<file path="config.mk">
export PLATFORM = sky130hd
export DESIGN_NAME = symrate_gen
export DESIGN_NICKNAME = d
export VERILOG_FILES = /design/src/rtl/symrate_pkg.sv /design/src/rtl/symrate_incr.sv /design/src/rtl/symrate_cfg_hold.sv /design/src/rtl/symrate_phase_acc.sv /design/src/rtl/symrate_gen.sv
export SDC_FILE = /design/constraint.sdc
export NUM_CORES = 1
export LEC_CHECK = 0
export ABC_AREA = 1
export BUFFER_PORTS_ARGS = -buffer_cell sky130_fd_sc_hd__buf_2
export CAP_MARGIN = 20
export CORE_AREA = 2 2 71 107
export CTS_CLUSTER_DIAMETER = 150
export DETAILED_ROUTE_END_ITERATION = 6
export DIE_AREA = 0 0 73 109
export PLACE_DENSITY = 0.79
export SETUP_SLACK_MARGIN = 0.5
export SYNTH_ARGS = -nofsm -noshare
export SYNTH_HDL_FRONTEND = slang
export SYNTH_SLANG_ARGS = --single-unit
export TNS_END_PERCENT = 10
</file>
<file path="constraint.sdc">
create_clock -name clk -period 2.1 [get_ports clk]
set_clock_uncertainty 0.05 [all_clocks]
set_input_delay 0.21 -clock clk [delete_from_list [all_inputs] [get_ports clk]]
set_output_delay 0.21 -clock clk [all_outputs]
set_load 0.005 [all_outputs]
</file>
<file path="src/rtl/symrate_pkg.sv">
package symrate_pkg;
  // Width of the shifted increment: hidden one + mantissa + largest shift.
  function automatic int inc_width(input int mant_w, input int exp_w);
    return mant_w + 1 + (2 ** exp_w) - 1;
  endfunction
endpackage

</file>
<file path="src/rtl/symrate_incr.sv">
module symrate_incr #(
  parameter int MANT_W = 8,
  parameter int EXP_W  = 4,
  parameter int INC_W  = 24
) (
  input  logic [MANT_W-1:0] mant,
  input  logic [EXP_W-1:0]  expo,
  output logic [INC_W-1:0]  inc
);
  // Logarithmic shifter: one stage per exponent bit.
  logic [INC_W-1:0] stage [EXP_W+1];

  assign stage[0] = {{(INC_W-MANT_W-1){1'b0}}, 1'b1, mant};

  for (genvar s = 0; s < EXP_W; s++) begin : g_shift
    assign stage[s+1] = expo[s] ? (stage[s] << (2 ** s)) : stage[s];
  end

  assign inc = stage[EXP_W];
endmodule

</file>
<file path="src/rtl/symrate_cfg_hold.sv">
module symrate_cfg_hold #(
  parameter int INC_W = 24
) (
  input  logic             clk,
  input  logic             rst_n,
  input  logic             en,
  input  logic             wrap,
  input  logic [INC_W-1:0] inc_new,
  output logic [INC_W-1:0] inc_q
);
  logic [INC_W-1:0] inc_d;
  logic             load;

  // Track inputs while idle; while running, reload only on a wrap.
  always_comb begin
    load  = !en || wrap;
    inc_d = load ? inc_new : inc_q;
  end

  always_ff @(posedge clk or negedge rst_n) begin
    if (!rst_n) inc_q <= '0;
    else        inc_q <= inc_d;
  end
endmodule

</file>
<file path="src/rtl/symrate_phase_acc.sv">
module symrate_phase_acc #(
  parameter int ACC_W = 28,
  parameter int INC_W = 24
) (
  input  logic             clk,
  input  logic             rst_n,
  input  logic             en,
  input  logic [INC_W-1:0] inc,
  output logic             wrap,
  output logic             tick
);
  logic [ACC_W-1:0] acc_q, acc_d;
  logic [ACC_W:0]   sum;
  logic             tick_d;

  always_comb begin
    sum    = {1'b0, acc_q} + {{(ACC_W+1-INC_W){1'b0}}, inc};
    wrap   = en && sum[ACC_W];
    acc_d  = en ? sum[ACC_W-1:0] : '0;
    tick_d = wrap;
  end

  always_ff @(posedge clk or negedge rst_n) begin
    if (!rst_n) begin
      acc_q <= '0;
      tick  <= 1'b0;
    end else begin
      acc_q <= acc_d;
      tick  <= tick_d;
    end
  end
endmodule

</file>
<file path="src/rtl/symrate_gen.sv">
module symrate_gen #(
  parameter int MANT_W = 8,
  parameter int EXP_W  = 4,
  parameter int ACC_W  = 28
) (
  input  logic              clk,
  input  logic              rst_n,
  input  logic              enable,
  input  logic [MANT_W-1:0] rate_mant,
  input  logic [EXP_W-1:0]  rate_exp,
  output logic              sym_tick
);
  localparam int INC_W = symrate_pkg::inc_width(MANT_W, EXP_W);

  logic [1:0]       rst_pipe;
  logic             rst_sync_n;
  logic [INC_W-1:0] inc_new;
  logic [INC_W-1:0] inc_q;
  logic             wrap;

  // Asynchronous assertion, synchronous release.
  always_ff @(posedge clk or negedge rst_n) begin
    if (!rst_n) rst_pipe <= 2'b00;
    else        rst_pipe <= {rst_pipe[0], 1'b1};
  end
  assign rst_sync_n = rst_pipe[1];

  symrate_incr #(.MANT_W(MANT_W), .EXP_W(EXP_W), .INC_W(INC_W)) u_incr (
    .mant (rate_mant),
    .expo (rate_exp),
    .inc  (inc_new)
  );

  symrate_cfg_hold #(.INC_W(INC_W)) u_cfg (
    .clk     (clk),
    .rst_n   (rst_sync_n),
    .en      (enable),
    .wrap    (wrap),
    .inc_new (inc_new),
    .inc_q   (inc_q)
  );

  symrate_phase_acc #(.ACC_W(ACC_W), .INC_W(INC_W)) u_acc (
    .clk   (clk),
    .rst_n (rst_sync_n),
    .en    (enable),
    .inc   (inc_q),
    .wrap  (wrap),
    .tick  (sym_tick)
  );
endmodule

</file>
==> results.toml <==
[flow_run]
maxCapViolCount = 0

[route]
met2_length_mm = 6.97
avgRoutedWirePerCell_um = 16.6
met1_length_mm = 4.85
via_per_inst = 5.77
drt_iter0_markers = 373
wl_met3_um = 790
routed.top_layer = "met4"
drt_wl_total_mm = 13.6
ant_nets = 0
drc = 0
dr_total_vias = 4735
dr.pass1.iters = 6

[clocking]
clk_path_buf_depth = 2
cts_buffers = 5
htree_levels = 2
root_buffer = "clkbuf_8"
clk_latency_ns = 0.33
clock_sinks = 55
tritoncts = "done"
clk_pin_slew_ns = 0.10

[final_layout]
post-route-util = 0.767
mostFrequentLayoutCell = "nand2_1"
nNetsFinal = 780
final_cell_mix = "nand2_1, inv_1, nor2_1, dfrtp_1, a21oi_1"
drive_gt1_frac = 0.211
diodes = 0
area_growth_pct = 25.1

[placement]
hpwl_mm = 8.92
globalplace.congestion = 0.997
io_buffers = 15

[logic_synthesis]
synth_nets = 745
synth_area_um2 = 4350
ys.warnings.count = 0
ys_ff_latch = 55
ys_async_sr_fraction = 1.00
ys.flop_type = "dfrtp_1"
synth_edf_count = 0
synthCells = 705
syn_avg_cell_area_um2 = 6.16
synth_cell_types = 28
yosysSeqAreaShare = 0.317

[sta]
max_freq_mhz = 505
finalCritPeriodShare = 0.942
grt_setup_unrepaired = "true"
final-hold-violation-count = 0
fin_crit_ns = 1.98
setup_viol = 0
worst_pin_slew_ns = 0.593
tns_ns = 0
drv_slew = 0
slew_headroom = 0.604

[global_routing]
grt_max_degree = 25
grt_usage = 0.329
antenna_found_initial = 0
grt_pass1_vias = 4301
grt_pass1_wl_mm = 20.1
grt_overflow_total = 0

[worst_hold_path]
min_path_type = "input pin to asynchronous set/reset pin"

[floorplan]
die-area_um2 = 7960
die_height_um = 109
initial_core_util = 0.613
core-area_um2 = 7080
rows = 38
die_w_um = 73
io_pins = 16

[setup_path]
worstPathMaxFanout = 15
end_kind = "flop"
startpoint_type = "flop"
rr_worst_depth = 11
r2r_slack_ns = 0.12
crit_required_ns = 2.31
crit_arrival_ns = 2.19
worstSetupPathType = "flop to flop"
reg2reg_from = "u_cfg.inc_q[6]$_DFFE_PN0P_"
r2r_end = "u_cfg.inc_q[4]$_DFFE_PN0P_"

[power_and_ir_drop]
power_density_nw_per_um2 = 661
vdd_drop_max_v = 0.000611
leakage_nw = 2.93

[outcome]
status = "completed"
[stage by stage]
step | setup slack [ns] | hold slack (ns) | instances | power [W] | cell area (um2)
6_report | 0.121 | 0.129 | 821 | 0.00359 | 5430
5_1_grt | 0.0381 | 0.152 | 821 | 0.00376 | 5430
4_1_cts | 0.159 | 0.135 | 813 | 0.00331 | 5120
3_5_place_dp | 0.0133 | -0.0529 | 795 | 0.00236 | 4560
3_3_place_gp | 0.0466 | -0.0559 | 795 | 0.00233 | 4560
2_1_floorplan | 0.208 | -0.136 | 705 | 0.00208 | 4380
[state kept, by name (all words and copies together) (netlist names)]
| name | count |
|---|---|
| u_acc.acc_q | 28 |
| rst_pipe | 2 |
| u_acc.tick | 1 |
| u_cfg.inc_q | 24 |
[worst max-delay path, cell delays in order, from the launching register on]
cell     delay (ns)
dfrtp_1        0.43
ha_4           0.29
nand2_2        0.13
inv_1          0.09
nand2_1        0.10
nand2_1        0.09
nand2_1        0.11
nand3_4        0.12
nand2_8        0.15
buf_12         0.15
nand4_1        0.11
nand2_1        0.11
[cell usage after synthesis, types with 4 or more instances]
cell type	number	area (um2)
a21oi_1	33	165
and2_1	4	25.0
buf_2	5	25.0
clkbuf_1	9	33.8
dfrtp_1	55	1380
ha_1	24	300
inv_1	96	360
nand2_1	292	1100
nand3_1	36	180
nand4_1	26	163
nor2_1	68	255
nor3_1	8	40.0
o21ai_0	26	130
[power by group]
group	leakage [nW]	internal [W]	switching, W	total [W]
clock network	0.0524	0.000358	0.000373	0.000731
logic	2.16	0.000608	0.000904	0.00151
registers	0.714	0.00120	0.000150	0.00135
total	2.93	0.00216	0.00143	0.00359
[layout make-up]
cell class	instances	area, um2
Clock buffer	7	76.3
Clock inverter	1	30.0
Fill cell	505	1650
Inverter	100	375
Multi-Input combinational cell	535	3140
Sequential cell	55	1390
Tap cell	80	100
Timing Repair Buffer	43	324
[per-layer routing]
| metal | up-vias | GRT usage |
|---|---|---|
| met5 | - | 0 |
| met4 | 0 | 0.213 |
| met3 | 78 | 0.0434 |
| met2 | 228 | 0.577 |
| met1 | 2142 | 0.364 |
| li1 | 2287 | - |
[cells by family after synthesis]
group,count (synthesis),share of synthesized area
and+or+nand+nor,442,0.423
buffers and inverters,118,0.107
AOI/OAI and AO/OA,62,0.0752
DFF,55,0.317
adders and majority gates,25,0.0737
xor gates and xnor gates,2,0.00403
other,1,0.000863
[how the worst max path moves through the flow]
stage,startpoint,to,depth (start not counted)
floorplan,u_cfg.inc_q[0]$_DFFE_PN0P_,u_cfg.inc_q[13]$_DFFE_PN0P_,11
global placement,u_cfg.inc_q[14]$_DFFE_PN0P_,u_cfg.inc_q[8]$_DFFE_PN0P_,11
detailed placement,u_cfg.inc_q[0]$_DFFE_PN0P_,u_cfg.inc_q[1]$_DFFE_PN0P_,10
CTS,u_cfg.inc_q[7]$_DFFE_PN0P_,u_acc.acc_q[19]$_DFF_PN0_,10
global route,u_cfg.inc_q[7]$_DFFE_PN0P_,u_cfg.inc_q[4]$_DFFE_PN0P_,11
finish,u_cfg.inc_q[6]$_DFFE_PN0P_,u_cfg.inc_q[4]$_DFFE_PN0P_,11
[what timing repair did]
item                       CTS  global route
gates resized for setup     50            67
pin swaps                    8            28
setup endpoints to repair   48            49
hold buffers                 1             0
hold endpoints to repair     2             0
gates cloned                 4             0
buffers inserted             5             8
No activity file was read; power rests on OpenSTA's default activity.
